**src/rtl/asram_pkg.sv**
```systemverilog
package asram_pkg;

  typedef enum logic [2:0] {
    ST_IDLE  = 3'd0,
    ST_SETUP = 3'd1,
    ST_READ  = 3'd2,
    ST_WRITE = 3'd3,
    ST_RECOV = 3'd4
  } asram_st_e;

  function automatic int imax(input int a, input int b);
    return (a > b) ? a : b;
  endfunction

endpackage

```
**src/rtl/asram_fsm.sv**
```systemverilog
module asram_fsm
  import asram_pkg::*;
#(
  parameter int READ_CYC = 2,
  parameter int WR_CYC   = 2,
  parameter int TURN_CYC = 1
) (
  input  logic      clk,
  input  logic      rst_n,
  input  logic      req_valid,
  input  logic      req_we,
  output logic      req_ready,
  output logic      accept,
  output asram_st_e state_q,
  output asram_st_e state_d,
  output logic      acc_last,
  output logic      rd_last
);

  localparam int CMAX = imax(imax(READ_CYC, WR_CYC), TURN_CYC);
  localparam int CW   = $clog2(CMAX + 1);

  logic [CW-1:0] cnt_q, cnt_d;
  logic          op_we_q;

  assign req_ready = (state_q == ST_IDLE) ||
                     ((state_q == ST_RECOV) && (cnt_q == '0));
  assign accept    = req_valid && req_ready;
  assign acc_last  = ((state_q == ST_READ) || (state_q == ST_WRITE)) && (cnt_q == '0);
  assign rd_last   = (state_q == ST_READ) && (cnt_q == '0);

  always_comb begin
    state_d = state_q;
    cnt_d   = cnt_q;
    unique case (state_q)
      ST_IDLE:  if (req_valid) state_d = ST_SETUP;
      ST_SETUP: begin
        if (op_we_q) begin
          state_d = ST_WRITE;
          cnt_d   = CW'(WR_CYC - 1);
        end else begin
          state_d = ST_READ;
          cnt_d   = CW'(READ_CYC - 1);
        end
      end
      ST_READ, ST_WRITE: begin
        if (cnt_q == '0) begin
          state_d = ST_RECOV;
          cnt_d   = CW'(TURN_CYC - 1);
        end else begin
          cnt_d = cnt_q - 1'b1;
        end
      end
      ST_RECOV: begin
        if (cnt_q == '0) state_d = req_valid ? ST_SETUP : ST_IDLE;
        else             cnt_d   = cnt_q - 1'b1;
      end
      default: state_d = ST_IDLE;
    endcase
  end

  always_ff @(posedge clk) begin
    if (!rst_n) begin
      state_q <= ST_IDLE;
      cnt_q   <= '0;
      op_we_q <= 1'b0;
    end else begin
      state_q <= state_d;
      cnt_q   <= cnt_d;
      if (accept) op_we_q <= req_we;
    end
  end

  AST_SETUP_AFTER_ACCEPT: assert property (@(posedge clk) disable iff (!rst_n)
    (state_q == ST_SETUP) |-> $past(req_valid && req_ready));

  AST_BUSY_NOT_READY: assert property (@(posedge clk) disable iff (!rst_n)
    ((state_q == ST_SETUP) || (state_q == ST_READ) || (state_q == ST_WRITE)) |-> !req_ready);

endmodule

```
**src/rtl/asram_pins.sv**
```systemverilog
module asram_pins
  import asram_pkg::*;
#(
  parameter int ADDR_W = 15,
  parameter int DATA_W = 8,
  parameter int WR_CYC = 2
) (
  input  logic              clk,
  input  logic              rst_n,
  input  logic              accept,
  input  logic [ADDR_W-1:0] req_addr,
  input  logic [DATA_W-1:0] req_wdata,
  input  asram_st_e         state_d,
  input  logic              acc_last,
  input  logic              rd_last,
  input  logic [DATA_W-1:0] mem_dq_i,
  output logic [ADDR_W-1:0] mem_addr,
  output logic              mem_cs_n,
  output logic              mem_we_n,
  output logic              mem_oe_n,
  output logic [DATA_W-1:0] mem_dq_o,
  output logic              mem_dq_oe,
  output logic              rsp_valid,
  output logic [DATA_W-1:0] rsp_rdata
);

  localparam int LW = $clog2(WR_CYC + 2);

  logic          nxt_rd, nxt_wr;
  logic [LW-1:0] we_low_cnt;

  assign nxt_rd = (state_d == ST_READ);
  assign nxt_wr = (state_d == ST_WRITE);

  always_ff @(posedge clk) begin
    if (!rst_n) begin
      mem_addr  <= '0;
      mem_dq_o  <= '0;
      mem_cs_n  <= 1'b1;
      mem_we_n  <= 1'b1;
      mem_oe_n  <= 1'b1;
      mem_dq_oe <= 1'b0;
      rsp_valid <= 1'b0;
      rsp_rdata <= '0;
    end else begin
      if (accept) begin
        mem_addr <= req_addr;
        mem_dq_o <= req_wdata;
      end
      mem_cs_n  <= !(nxt_rd || nxt_wr);
      mem_we_n  <= !nxt_wr;
      mem_oe_n  <= !nxt_rd;
      mem_dq_oe <= nxt_wr;
      rsp_valid <= acc_last;
      if (rd_last) rsp_rdata <= mem_dq_i;
    end
  end

  always_ff @(posedge clk) begin
    if (!rst_n)          we_low_cnt <= '0;
    else if (!mem_we_n)  we_low_cnt <= we_low_cnt + 1'b1;
    else                 we_low_cnt <= '0;
  end

  AST_NO_CONTENTION: assert property (@(posedge clk) disable iff (!rst_n)
    !(mem_dq_oe && !mem_oe_n));

  AST_ADDR_STABLE_SELECTED: assert property (@(posedge clk) disable iff (!rst_n)
    (!mem_cs_n && $past(!mem_cs_n)) |-> $stable(mem_addr));

  AST_DRIVE_ONLY_WE_LOW: assert property (@(posedge clk) disable iff (!rst_n)
    mem_dq_oe |-> (!mem_we_n && !mem_cs_n));

  AST_WE_PULSE_LEN: assert property (@(posedge clk) disable iff (!rst_n)
    $rose(mem_we_n) |-> (we_low_cnt == LW'(WR_CYC)));

  AST_RSP_ONE_SHOT: assert property (@(posedge clk) disable iff (!rst_n)
    rsp_valid |=> !rsp_valid);

endmodule

```
**src/rtl/asram_ctrl.sv**
```systemverilog
module asram_ctrl
  import asram_pkg::*;
#(
  parameter int ADDR_W         = 15,
  parameter int DATA_W         = 8,
  parameter int READ_CYC       = 2,
  parameter int WE_PULSE_CYC   = 2,
  parameter int DATA_SETUP_CYC = 1,
  parameter int TURN_CYC       = 1
) (
  input  logic              clk,
  input  logic              rst_n,
  input  logic              req_valid,
  output logic              req_ready,
  input  logic              req_we,
  input  logic [ADDR_W-1:0] req_addr,
  input  logic [DATA_W-1:0] req_wdata,
  output logic              rsp_valid,
  output logic [DATA_W-1:0] rsp_rdata,
  output logic [ADDR_W-1:0] mem_addr,
  output logic              mem_cs_n,
  output logic              mem_we_n,
  output logic              mem_oe_n,
  output logic [DATA_W-1:0] mem_dq_o,
  output logic              mem_dq_oe,
  input  logic [DATA_W-1:0] mem_dq_i
);

  localparam int WR_CYC = imax(WE_PULSE_CYC, DATA_SETUP_CYC);

  asram_st_e state_q, state_d;
  logic      accept, acc_last, rd_last;

  asram_fsm #(
    .READ_CYC (READ_CYC),
    .WR_CYC   (WR_CYC),
    .TURN_CYC (TURN_CYC)
  ) u_fsm (
    .clk       (clk),
    .rst_n     (rst_n),
    .req_valid (req_valid),
    .req_we    (req_we),
    .req_ready (req_ready),
    .accept    (accept),
    .state_q   (state_q),
    .state_d   (state_d),
    .acc_last  (acc_last),
    .rd_last   (rd_last)
  );

  asram_pins #(
    .ADDR_W (ADDR_W),
    .DATA_W (DATA_W),
    .WR_CYC (WR_CYC)
  ) u_pins (
    .clk       (clk),
    .rst_n     (rst_n),
    .accept    (accept),
    .req_addr  (req_addr),
    .req_wdata (req_wdata),
    .state_d   (state_d),
    .acc_last  (acc_last),
    .rd_last   (rd_last),
    .mem_dq_i  (mem_dq_i),
    .mem_addr  (mem_addr),
    .mem_cs_n  (mem_cs_n),
    .mem_we_n  (mem_we_n),
    .mem_oe_n  (mem_oe_n),
    .mem_dq_o  (mem_dq_o),
    .mem_dq_oe (mem_dq_oe),
    .rsp_valid (rsp_valid),
    .rsp_rdata (rsp_rdata)
  );

  AST_STANDBY_IDLE: assert property (@(posedge clk) disable iff (!rst_n)
    (state_q == ST_IDLE) |-> (mem_cs_n && mem_we_n && mem_oe_n && !mem_dq_oe));

  AST_RECOVERY_QUIET: assert property (@(posedge clk) disable iff (!rst_n)
    (state_q == ST_RECOV) |-> (mem_cs_n && !mem_dq_oe));

endmodule

```
**config.mk**
```make
export PLATFORM = sky130hd
export DESIGN_NAME = asram_ctrl
export DESIGN_NICKNAME = d
export VERILOG_FILES = /design/src/rtl/asram_pkg.sv /design/src/rtl/asram_fsm.sv /design/src/rtl/asram_pins.sv /design/src/rtl/asram_ctrl.sv
export SDC_FILE = /design/constraint.sdc
export NUM_CORES = 1
export LEC_CHECK = 0
export BUFFER_PORTS_ARGS = -buffer_cell sky130_fd_sc_hd__buf_2
export CORE_MARGIN = 3
export CORE_UTILIZATION = 49
export CTS_CLUSTER_SIZE = 16
export DETAILED_ROUTE_END_ITERATION = 6
export HOLD_SLACK_MARGIN = 0.05
export PLACE_DENSITY = 0.8
export SYNTH_ARGS = -nofsm -noshare
export SYNTH_HDL_FRONTEND = slang
export SYNTH_SLANG_ARGS = --single-unit
```
**constraint.sdc**
```tcl
create_clock -name clk -period 1.9 [get_ports clk]
set_input_delay 0 -clock clk [delete_from_list [all_inputs] [get_ports clk]]
set_output_delay 0 -clock clk [all_outputs]
set_load 0.05 [all_outputs]
```
### Word level (Yosys, flattened, before mapping)

Cells that the tools add are included.

* bits in registers: 42
* bits of input ports: 35
* output and inout bits: 37

* add/sub/neg operators: 1
* equal/unequal tests: 7
* multiplexer cells: 9
* reductions and logical operators: 15

Operators by type and width (count)
* equality test 3 x 2 -> 1 bit, second input constant: 4
* one-hot mux 3 bit (4 select lines): 1
* 2-to-1 mux 3 bit: 3
* one-hot mux 2 bit (3 select lines): 1
* logical AND 1 bit: 4
* 2-to-1 mux 2 bit: 2
* equality test 3 x 1 -> 1 bit, second input constant: 1
* equality test 3 bit, second input constant: 1
* zero test 1 bit: 3
* zero test 3 bit: 1
* logical OR 1 bit: 3
* nonzero test 3 bit: 1
* zero test 2 bit: 1
* 2-to-1 mux 1 bit: 2
* != test 2 bit, second input constant: 1
* AND reduction 2 bit: 1
* OR reduction 2 bit: 1
* subtractor 2 x 1 -> 2 bit, second input constant: 1

### Longest topological paths before layout

Gate-level depths: netlist (run 1).

* word-level depth: 6
* gate-level depth with buffers: 7

### Modules after synthesis

A second synthesis (run 1) with hierarchy kept.

* cells, all modules: 155
* area total of the unflattened synthesis: 1717.9 µm²

By module, submodules not included
* asram_pins: times used 1, cells each 111, area each 1328.8 µm², sequential area each 720.7 µm²
* asram_fsm: times used 1, cells each 44, area each 389.1 µm², sequential area each 120.1 µm²

### Worst setup path before layout (run 1)

No wires, ideal clock.

* path type: reg-to-output
* from: reg u_fsm.cnt_q[0]
* to: out req_ready
* arrival time: 1.687 ns
* required time: 1.900 ns
* path slack: 0.213 ns
* stages on the path, launching flop included: 7
* path buffers: 2
* path through: dfxtp_1 inv_1 ha_1 nor2b_1 buf_2 buf_6 nor2_1

* longest elaborated chain between the ends: 3

RTL lines
* from (decl): RTL line asram_fsm.sv:23 `logic [CW-1:0] cnt_q, cnt_d;`
* from (signal assigned): RTL line asram_fsm.sv:69 `cnt_q <= cnt_d;`
* zero test 2 bit: RTL line asram_fsm.sv:27 `((state_q == ST_RECOV) && (cnt_q == '0));`
* logical AND 1 bit: RTL line asram_fsm.sv:27
* logical OR 1 bit: RTL line asram_fsm.sv:26 `assign req_ready = (state_q == ST_IDLE) ||`
* to (decl): RTL line asram_ctrl.sv:14 `output logic req_ready,`

No other way between the ends.

### Worst setup path in the final report (run 1)

Same ends and word-level chain as after synthesis.

==> results of run 1 <==
-- layout by cell type (no fill, tap or decap), types with 3 or more instances in the layout --
cell type	n
a21oi_1	27
dlygate4sd3_1	33
dfxtp_1	42
buf_2	71
o31ai_1	7
mux2i_1	10
o31ai_2	18
nand2b_1	3
inv_1	4
buf_4	11
nor2_1	9
clkbuf_8	6
nand4_1	24
ha_1	3
-- per-stage QoR --
stage	hold slack (ns)	cell area (µm²)
2_1_floorplan	0.1217	1933
5_1_grt	0.1524	2721
6_report	0.1342	2721
4_1_cts	0.1194	2721
3_3_place_gp	0.2311	2300
3_5_place_dp	0.2412	2300
-- cells by family (layout without fill, tap and decap cells) --
group,Yosys count,count (layout),share of synthesized area (%)
compound gates,59,59,24.86
flops,42,42,43.50
simple gates,50,50,15.60
fa+ha+maj,3,3,1.942
buf+inv,28,129,8.931
mux,10,10,5.178
-- report_power, final --
part           internal [W]  total (W)  switching, W
clock              0.000293   0.000573      0.000280
sequential          0.00105    0.00119      0.000141
combinational      0.000505    0.00156       0.00106
-- cell type report --
class	instances	area [µm²]	share of cell area [%]
Multi-Input combinational cell	122	922.1	33.89
Clock inverter	1	5.005	0.1839
Inverter	5	18.77	0.6897
Clock buffer	7	86.33	3.172
Sequential cell	42	840.8	30.90
Timing Repair Buffer	116	788.3	28.97
Tap cell	48	60.06	2.207
-- tightest hold or removal path, stage by stage --
cell     delay (ns)
buf_2          0.20
nand4_1        0.12
a21oi_1        0.05
-- how the worst min path moves through the flow --
stage,slack (ns),start,end,cells after the start
floorplan,0.12,rst_n,u_fsm.state_q[2]$_SDFF_PN0_,1
global placement,0.23,mem_dq_i[0],u_pins.rsp_rdata[0]$_SDFFE_PN0P_,3
detailed placement,0.24,mem_dq_i[4],u_pins.rsp_rdata[4]$_SDFFE_PN0P_,3
CTS,0.12,req_valid,u_pins.mem_addr[6]$_SDFFE_PN0P_,3
global route,0.15,req_valid,u_pins.mem_addr[12]$_SDFFE_PN0P_,3
finish,0.13,req_valid,u_pins.mem_addr[0]$_SDFFE_PN0P_,3
-- sequential cells by signal, indices dropped and copies added, names as in the netlist --
| signal | flops |
|---|---|
| u_pins.mem_addr | 15 |
| u_pins.mem_dq_o | 8 |
| u_pins.rsp_rdata | 8 |
| u_fsm.state_q | 3 |
| u_fsm.cnt_q | 2 |
| u_fsm.op_we_q | 1 |
| u_pins.mem_cs_n | 1 |
| u_pins.mem_dq_oe | 1 |
| u_pins.mem_oe_n | 1 |
| u_pins.mem_we_n | 1 |
| u_pins.rsp_valid | 1 |
-- layer usage --
metal / up-vias / routed length, µm / track usage (%)
met2: 63 / 2479 / 36.23
met3: 4 / 333 / 4.538
li1: 916 / - / -
met5: - / 0 / 0
met1: 861 / 2116 / 27.63
met4: 0 / 40 / 7.543
==> out/summary.txt, run 1 <==
status - finished clean
Critical-path top delay cell - dfxtp_1
Cell Count Post-Placement - 300
RR Endpoint - u_pins.rsp_rdata[7]$_SDFFE_PN0P_
WP data required - 1.90 ns
type of destination of the critical path - output pin
mapped cell area - 1933 µm²
# hold bufs at CTS - 33
Starting Density - 51.64%
most common library cells after synthesis - 42 x dfxtp_1, 27 x a21oi_1, 24 x nand4_1
Peak Freq - 561.9 MHz
clock buffer count from CTS - 5
antenna viol nets, final - 0
first-pass GRT wire length - 7672 µm
kind of critical path - flip-flop to output pin
vias - 1844
Slew @ Worst Pin - 0.4147 ns
clock skew - 0.005189 ns
peak supply drop - 0.6709 mV
drt first pass iters - 4
DP Worst Slack - 0.2820 ns
Syn Nets - 230
Critical Path Max Stage Delay - 0.41 ns
Post-synth EDFFs - 0
Detailed Place HPWL - 3163 µm
MaxCap Viol Count - 0
TritonCTS clock tree - done
clock period minus worst slack - 1.780 ns
CTS-repair resized insts - 0
core area - 3744 µm²
Antenna diodes - 0
synth top area cells - dfxtp_1 43%, o31ai_2 12%, nand4_1 7.8%
Synth top area share - 43.50%
power per cell area - 1220 nW/µm²
Async S/R FF share, synth - 0%
crit path launch - u_fsm.cnt_q[0]$_SDFFE_PN0P_
Crit path buffers/inverters - 3
row cnt - 22
P_leak - 1.141 nW
relative slew slack - 72.31%
PnR Total Power - 0.003321 W
crit path DAT - 1.78 ns
Netlist cell types - 36
Crit path max-delay family - buffers and inverters
Clock transition at path regs - 0.08 ns
synthesized flop and latch total - 42
vias in the first global route - 1654
Overflow after GRT - 0
post-layout util - 72.69%
DRT Wirelength - 4970 µm
CP endpoint - req_ready
Non-Filler Instances - 341
most frequent cell after synthesis - dfxtp_1
Final period util - 93.66%
setup TNS - 0 ns
H-tree levels - 2
final worst slack - 0.1204 ns
CTS Buffer Depth - 2
synth warn - 0
Chip Width - 68.81 µm
largest net degree at the start of global routing - 26
pins over their slew limit - 0
startpoint types - flip-flop
overall routing resource usage - 21.69%
post-synth top area cell - dfxtp_1
Wirelength per Cell - 14.57 µm
PortBufs - 71
Starting DRT DRC Count - 128
DRC - 0
CTS Sinks - 42
endpoints failing hold - 0
NumNets Final - 330
clock root cell - clkbuf_8
worst hold path class - input port to flip-flop
initial antenna violation count - 0
Die ar. - 4735 µm²
Setup Viol. Count Final - 0
syn_area_per_cell - 10.07 µm²
Max FO, Critical Path - 20
Seq/Total Area, Yosys - 43.50%
CP Depth - 6
die extent in y - 68.81 µm
Via density - 5.408
Routability Congestion - 0.8808
Post-Syn Instances - 192
layout cell share with drive strength beyond 1 - 38.57%
clk_lat worst skew - 0.28 ns
Reg-to-Reg Start - u_fsm.cnt_q[0]$_SDFFE_PN0P_
FILL cells - 295
Register-to-Register Setup Slack - 0.25 ns
setup bufs post-CTS - 0
I/O Pins - 72
crit-path cells - inv_1 -> ha_1 -> nor2b_2 -> buf_12 -> nor2_1 -> buf_2
RSZ-0062 raised after global routing - no
ys flop type - dfxtp_1
reg2reg path depth - 5
Layout area overhead - 40.78%
Note: power is estimated with default switching activity, not from simulation.
==> run 2: changes to the inputs <==
--- a/config.mk
+++ b/config.mk
@@ -6,12 +6,15 @@
 export NUM_CORES = 1
 export LEC_CHECK = 0
 export BUFFER_PORTS_ARGS = -buffer_cell sky130_fd_sc_hd__buf_2
+export CELL_PAD_IN_SITES_DETAIL_PLACEMENT = 1
+export CELL_PAD_IN_SITES_GLOBAL_PLACEMENT = 1
 export CORE_MARGIN = 3
-export CORE_UTILIZATION = 49
+export CORE_UTILIZATION = 36
+export CTS_BUF_LIST = sky130_fd_sc_hd__clkbuf_4 sky130_fd_sc_hd__clkbuf_8 sky130_fd_sc_hd__clkbuf_16
 export CTS_CLUSTER_SIZE = 16
 export DETAILED_ROUTE_END_ITERATION = 6
 export HOLD_SLACK_MARGIN = 0.05
-export PLACE_DENSITY = 0.8
+export PLACE_DENSITY_LB_ADDON = 0.1
 export SYNTH_ARGS = -nofsm -noshare
 export SYNTH_HDL_FRONTEND = slang
 export SYNTH_SLANG_ARGS = --single-unit
==> run 2 against run 1 <==
  * Die area rose by 33%
  * Final cell count rose by 5.6%
  * Non-clock buffer count fell by 3
  * Combinational power rose by 5%
==> out/summary.txt, run 2 (same netlist as run 1, synthesis figures left out) <==
status - finished clean (unchanged)
drt first pass iters - 4 (unchanged)
initial antenna violation count - 0 (unchanged)
type of destination of the critical path - output pin (unchanged)
MaxCap Viol Count - 0 (unchanged)
peak supply drop - 0.5532 mV (was 0.6709 mV)
Max FO, Critical Path - 16 (was 20)
I/O Pins - 72 (unchanged)
endpoints failing hold - 0 (unchanged)
Critical-path top delay cell - dfxtp_1 (unchanged)
WP data required - 1.90 ns (about the same)
Setup Viol. Count Final - 0 (unchanged)
antenna viol nets, final - 0 (unchanged)
core area - 5140 µm² (was 3744 µm²)
overall routing resource usage - 19.12% (was 21.69%)
Wirelength per Cell - 16.33 µm (was 14.57 µm)
Via density - 5.158 (was 5.408)
Layout area overhead - 42.01% (was 40.78%)
Starting Density - 37.61% (was 51.64%)
Antenna diodes - 0 (unchanged)
TritonCTS clock tree - done (unchanged)
relative slew slack - 23.40% (was 72.31%)
crit-path cells - inv_1 -> ha_2 -> nor2b_4 -> buf_8 -> nor2_1 -> buf_2 (was inv_1 -> ha_1 -> nor2b_2 -> buf_12 -> nor2_1 -> buf_2)
die extent in y - 79.28 µm (was 68.81 µm)
layout cell share with drive strength beyond 1 - 38.62% (was 38.57%)
setup TNS - 0 ns (unchanged)
largest net degree at the start of global routing - 27 (was 26)
DRT Wirelength - 5877 µm (was 4970 µm)
PortBufs - 71 (unchanged)
Detailed Place HPWL - 3543 µm (was 3163 µm)
startpoint types - flip-flop (unchanged)
Final period util - 92.18% (was 93.66%)
Peak Freq - 571.0 MHz (was 561.9 MHz)
Die ar. - 6285 µm² (was 4735 µm²)
largest register by flop count - u_pins.mem_addr (unchanged)
max reg flops - 15 (unchanged)
clock root cell - clkbuf_8 (unchanged)
P_leak - 1.127 nW (was 1.141 nW)
RSZ-0062 raised after global routing - no (unchanged)
DRC - 0 (unchanged)
Worst Hold Depth - 4 (was 3)
reg2reg path depth - 5 (unchanged)
Post-DP Area - 2305 µm² (was 2300 µm²)
NumNets Final - 327 (was 330)
Critical Path Max Stage Delay - 0.41 ns (about the same)
CTS Buffer Depth - 2 (unchanged)
Routability Congestion - 0.7319 (was 0.8808)
vias - 1857 (was 1844)
CP Depth - 6 (unchanged)
kind of critical path - flip-flop to output pin (unchanged)
commonest non-fill, non-tap cell in the layout - buf_2 (unchanged)
PnR Total Power - 0.003442 W (was 0.003321 W)
H-tree levels - 2 (unchanged)
commonest cells after routing, fill and taps aside - 71 x buf_2, 42 x dfxtp_1, 33 x dlygate4sd3_1 (unchanged)
crit path DAT - 1.75 ns (was 1.78 ns)
Clock transition at path regs - 0.08 ns (about the same)
CTS Sinks - 42 (unchanged)
row cnt - 26 (was 22)
Crit path max-delay family - buffers and inverters (unchanged)
Crit path buffers/inverters - 3 (unchanged)
final instance area - 2745 µm² (was 2721 µm²)
worst hold slack - 0.2517 ns (was 0.1342 ns)
pins over their slew limit - 0 (unchanged)
clock period minus worst slack - 1.751 ns (was 1.780 ns)
worst hold path class - input port to flip-flop (unchanged)
power per cell area - 1254 nW/µm² (was 1220 nW/µm²)
clock skew - 0.006266 ns (was 0.005189 ns)
post-layout util - 53.41% (was 72.69%)
Largest regs - u_pins.mem_addr: 15 flops, u_pins.mem_dq_o: 8 flops, u_pins.rsp_rdata: 8 flops (unchanged)
Register-to-Register Setup Slack - 0.25 ns (about the same)
Chip Width - 79.28 µm (was 68.81 µm)
first-pass GRT wire length - 9639 µm (was 7672 µm)
vias in the first global route - 1947 (was 1654)
clock buffer count from CTS - 5 (unchanged)
Slew @ Worst Pin - 1.148 ns (was 0.4147 ns)
clk_lat worst skew - 0.29 ns (was 0.28 ns)
Starting DRT DRC Count - 105 (was 128)
setup bufs post-CTS - 0 (unchanged)
Overflow after GRT - 0 (unchanged)
==> run 2: cell types whose count changed in the layout (fill, tap and decap cells not counted), sizes merged <==
| cell | before | now |
|---|---|---|
| clkinvlp | 0 | 1 |
| buf | 83 | 80 |
| clkbuf | 7 | 6 |
==> run 2: repair_timing <==
item,CTS,global route
resized for setup,1,3
endpoints found under the setup margin,1,1
hold endpoints to repair,35,0
hold buffers,33,0
==> run 2: layout make-up <==
class | instances | area, µm²
multi-input cells | 122 | 929.6
inverters | 5 | 18.77
fillers | 608 | 2395
clock inverters | 2 | 12.51
repair buffers | 113 | 773.2
flip-flops and latches | 42 | 840.8
clock buffers | 6 | 82.58
well taps | 70 | 87.58
==> run 2: power breakdown <==
group | leakage [nW] | switching, W | internal, W
registers | 0.344 | 0.000143 | 0.00105
clock network | 0.0472 | 0.000325 | 0.000293
logic | 0.736 | 0.00111 | 0.000527
==> run 2: final timing paths <==
check	start	end
max	u_fsm.cnt_q[0]$_SDFFE_PN0P_	req_ready
min	req_valid	u_pins.mem_dq_o[3]$_SDFFE_PN0P_
max reg2reg	u_fsm.cnt_q[0]$_SDFFE_PN0P_	u_pins.rsp_rdata[7]$_SDFFE_PN0P_
min reg2reg	u_pins.mem_dq_o[3]$_SDFFE_PN0P_	u_pins.mem_dq_o[3]$_SDFFE_PN0P_
==> run 2: worst min-delay path, stage by stage <==
cell	delay (ns)
buf_2	0.11
buf_4	0.22
nand4_1	0.12
a21oi_1	0.05
==> run 2: per-stage QoR <==
step,std cells,worst slack (ns)
5_1_grt,360,0.05488
2_1_floorplan,192,0.2129
4_1_cts,360,0.05348
3_3_place_gp,319,0.3316
6_report,360,0.1486
3_5_place_dp,319,0.2617
==> run 2: metal layers <==
layer / wire length (µm) / GRT usage (%) / part of all wire, % / vias to the layer above
met5: 0 / 0 / 0 / -
met4: 55 / 4.639 / 0.94 / 0
met3: 326 / 4.422 / 5.5 / 5
met2: 2736 / 30.56 / 47 / 65
met1: 2759 / 26.01 / 47 / 878
li1: - / - / - / 909
==> run 3: changes to the inputs <==
--- a/config.mk
+++ b/config.mk
@@ -9,12 +9,13 @@
 export CELL_PAD_IN_SITES_DETAIL_PLACEMENT = 1
 export CELL_PAD_IN_SITES_GLOBAL_PLACEMENT = 1
 export CORE_MARGIN = 3
-export CORE_UTILIZATION = 36
-export CTS_BUF_LIST = sky130_fd_sc_hd__clkbuf_4 sky130_fd_sc_hd__clkbuf_8 sky130_fd_sc_hd__clkbuf_16
+export CORE_UTILIZATION = 37
+export CTS_BUF_LIST = sky130_fd_sc_hd__clkbuf_8
 export CTS_CLUSTER_SIZE = 16
 export DETAILED_ROUTE_END_ITERATION = 6
 export HOLD_SLACK_MARGIN = 0.05
 export PLACE_DENSITY_LB_ADDON = 0.1
 export SYNTH_ARGS = -nofsm -noshare
 export SYNTH_HDL_FRONTEND = slang
+export SYNTH_HIERARCHICAL = 1
 export SYNTH_SLANG_ARGS = --single-unit
==> run 3 against run 2 <==
  * Die area fell by 13%
  * Sequential cell count did not move
  * Synthesized area fell by 11%
  * Final area fell by 9.5%
  * Synthesized cell count fell by 19%
  * Power fell by 36%
  * Final cell count fell by 13%
  * Largest cell class is now sequential cells
  * Non-clock buffer count fell by 7
  * Combinational power fell by 62%
  * Sequential share of layout area rose by 3.2 points
  * Maximum frequency rose by 1.4%
==> out/summary.txt, run 3 <==
vias - 1443 (was 1857)
CTS Sinks - 42 (unchanged)
met3 routed WL - 216 µm (was 326 µm)
TritonCTS clock tree - done (unchanged)
Max Used Layer - met4 (unchanged)
overall routing resource usage - 15.70% (was 19.12%)
Clock transition at path regs - 0.08 ns (about the same)
type of destination of the critical path - flip-flop (was output pin)
layout cell share with drive strength beyond 1 - 31.92% (was 38.62%)
status - finished clean (unchanged)
NumNets Final - 297 (was 327)
Final period util - 90.93% (was 92.18%)
Synth top area share - 48.94% (was 43.50%)
vias in the first global route - 1555 (was 1947)
Layout area overhead - 44.57% (was 42.01%)
power per cell area - 884.0 nW/µm² (was 1254 nW/µm²)
Routability Congestion - 0.7324 (was 0.7319)
MaxCap Viol Count - 0 (unchanged)
Register-to-Register Setup Slack - 0.17 ns (was 0.25 ns)
Post-synth EDFFs - 0 (unchanged)
Slew @ Worst Pin - 0.5136 ns (was 1.148 ns)
FILL cells - 509 (was 608)
reg2reg path depth - 7 (was 5)
row cnt - 24 (was 26)
DRT Wirelength - 4319 µm (was 5877 µm)
endpoints failing hold - 0 (unchanged)
PortBufs - 71 (unchanged)
Via density - 4.625 (was 5.158)
clock skew - 0.003042 ns (was 0.006266 ns)
Max FO, Critical Path - 23 (was 16)
mapped cell area - 1718 µm² (was 1933 µm²)
Hold Path End - u_fsm/op_we_q$_SDFFE_PN0P_ (was u_pins.mem_dq_o[3]$_SDFFE_PN0P_)
Antenna diodes - 0 (unchanged)
worst hold path class - input port to flip-flop (unchanged)
Starting Density - 38.92% (was 37.61%)
syn_area_per_cell - 11.08 µm² (was 10.07 µm²)
relative slew slack - 65.76% (was 23.40%)
max reg flops - 15 (unchanged)
WP data required - 2.07 ns (was 1.90 ns)
Reg-to-Reg Start - u_fsm/cnt_q[0]$_SDFFE_PN0P_ (was u_fsm.cnt_q[0]$_SDFFE_PN0P_)
P_leak - 1.144 nW (was 1.127 nW)
clock buffer count from CTS - 5 (unchanged)
Starting DRT DRC Count - 46 (was 105)
Post-Syn Instances - 155 (was 192)
Syn Nets - 193 (was 230)
antenna viol nets, final - 0 (unchanged)
Die ar. - 5497 µm² (was 6285 µm²)
RSZ-0062 raised after global routing - no (unchanged)
DRT met1 WL - 1646 µm (was 2759 µm)
clock root cell - clkbuf_8 (unchanged)
core area - 4414 µm² (was 5140 µm²)
clk_lat worst skew - 0.28 ns (was 0.29 ns)
I/O Pins - 72 (unchanged)
Netlist cell types - 30 (was 36)
synth top area cells - dfxtp_1 49%, mux2i_1 19%, nor2b_1 12% (was dfxtp_1 43%, o31ai_2 12%, nand4_1 7.8%)
Worst Hold Depth - 4 (unchanged)
final worst slack - 0.1723 ns (was 0.1486 ns)
kind of critical path - flip-flop to flip-flop (was flip-flop to output pin)
drt first pass iters - 2 (was 4)
peak supply drop - 0.4595 mV (was 0.5532 mV)
Cell Count Post-Placement - 272 (was 319)
Non-Filler Instances - 312 (was 360)
Largest regs - u_pins/mem_addr: 15 flops, u_pins/mem_dq_o: 8 flops, u_pins/rsp_rdata: 8 flops (was u_pins.mem_addr: 15 flops, u_pins.mem_dq_o: 8 flops, u_pins.rsp_rdata: 8 flops)
synth warn - 6 (was 0)
pins over their slew limit - 0 (unchanged)
worst hold start - req_valid (unchanged)
largest register by flop count - u_pins/mem_addr (was u_pins.mem_addr)
Overflow after GRT - 0 (unchanged)
Wirelength per Cell - 13.84 µm (was 16.33 µm)
startpoint types - flip-flop (unchanged)
most common library cells after synthesis - 42 x dfxtp_1, 32 x mux2i_1, 32 x nor2b_1 (was 42 x dfxtp_1, 27 x a21oi_1, 24 x nand4_1)
WL met2 - 2441 µm (was 2736 µm)
DRC - 0 (unchanged)
die extent in y - 74.14 µm (was 79.28 µm)
commonest non-fill, non-tap cell in the layout - buf_2 (unchanged)
Async S/R FF share, synth - 0% (unchanged)
Setup Viol. Count Final - 0 (unchanged)
Detailed Place HPWL - 2987 µm (was 3543 µm)
setup bufs post-CTS - 0 (unchanged)
initial antenna violation count - 0 (unchanged)
Peak Freq - 578.8 MHz (was 571.0 MHz)
setup TNS - 0 ns (unchanged)
RR Endpoint - u_pins/mem_dq_o[2]$_SDFFE_PN0P_ (was u_pins.rsp_rdata[7]$_SDFFE_PN0P_)
clock period minus worst slack - 1.728 ns (was 1.751 ns)
CTS Buffer Depth - 2 (unchanged)
first-pass GRT wire length - 6713 µm (was 9639 µm)
ys flop type - dfxtp_1 (unchanged)
synthesized flop and latch total - 42 (unchanged)
H-tree levels - 2 (unchanged)
commonest cells after routing, fill and taps aside - 71 x buf_2, 42 x dfxtp_1, 32 x dlygate4sd3_1, 32 x nor2b_1, 32 x mux2i_1 (was 71 x buf_2, 42 x dfxtp_1, 33 x dlygate4sd3_1)
largest net degree at the start of global routing - 38 (was 27)
post-synth top area cell - dfxtp_1 (unchanged)
DP Worst Slack - 0.1421 ns (was 0.2617 ns)
Seq/Total Area, Yosys - 48.94% (was 43.50%)
crit path DAT - 1.90 ns (was 1.75 ns)
most frequent cell after synthesis - dfxtp_1 (unchanged)
Chip Width - 74.14 µm (was 79.28 µm)
run 3: what timing repair did:
action,4_1_cts,5_1_grt
resized for setup,0,1
setup endpoints to repair,0,22
hold endpoints to repair,32,0
hold buffers,32,0
run 3: power breakdown:
part	internal [W]	switching, W
Sequential	0.000951	0.0000420
Clock	0.000288	0.000285
Combinational	0.000230	0.000400
run 3: worst max-delay path: stages, from the launching register on:
cell	delay, ns
dfxtp_1	0.35
inv_1	0.11
ha_1	0.28
o21ai_1	0.13
inv_1	0.07
buf_4	0.35
mux2i_1	0.27
nor2b_1	0.07
run 3: layout make-up:
| type | count | area [µm²] | area share [%] |
|---|---|---|---|
| clock buffers | 6 | 82.58 | 3.325 |
| clock inverters | 2 | 8.758 | 0.3526 |
| inverters | 7 | 26.28 | 1.058 |
| multi-input cells | 97 | 762.0 | 30.68 |
| flip-flops and latches | 42 | 840.8 | 33.85 |
| well taps | 52 | 65.06 | 2.620 |
| repair buffers | 106 | 698.2 | 28.11 |
run 3: how the worst max path moves through the flow:
stage	startpoint	endpoint	slack (ns)	depth (start not counted)
6_report	u_fsm/cnt_q[0]$_SDFFE_PN0P_	u_pins/mem_dq_o[2]$_SDFFE_PN0P_	0.17	7
5_1_grt	u_fsm/cnt_q[0]$_SDFFE_PN0P_	u_pins/mem_addr[13]$_SDFFE_PN0P_	0.02	7
4_1_cts	u_fsm/cnt_q[0]$_SDFFE_PN0P_	u_pins/mem_dq_o[1]$_SDFFE_PN0P_	0.09	7
3_5_place_dp	u_fsm/cnt_q[0]$_SDFFE_PN0P_	u_pins/mem_dq_o[1]$_SDFFE_PN0P_	0.14	7
3_3_place_gp	u_fsm/cnt_q[0]$_SDFFE_PN0P_	u_pins/mem_addr[14]$_SDFFE_PN0P_	0.24	7
2_1_floorplan	u_fsm/cnt_q[0]$_SDFFE_PN0P_	u_pins/mem_addr[0]$_SDFFE_PN0P_	0.31	8
run 3: through the flow:
stage	hold WS, ns	utilization (%)	power (W)	instance area, µm²
2_1_floorplan	0.1217	-	0.001478	1718
3_3_place_gp	0.2569	46.94	0.001576	2072
3_5_place_dp	0.2717	46.94	0.001597	2072
4_1_cts	0.1189	56.26	0.002225	2484
5_1_grt	0.1663	56.26	0.002301	2484
6_report	0.1108	56.26	0.002196	2484
run 3: per-layer routing:
metal	vias to the layer above	GRT usage, %
li1	722	-
met1	681	15.34
met2	38	32.68
met3	2	2.973
met4	0	4.225
met5	-	0
run 3: cell families after synthesis:
family,share of synthesized area [%]
buffers and inverters,6.701
flip-flops,48.94
AO/OA/AOI/OAI,5.754
AND/OR/NAND/NOR,17.77
multiplexers,18.65
adder cells (fa/ha/maj),2.185
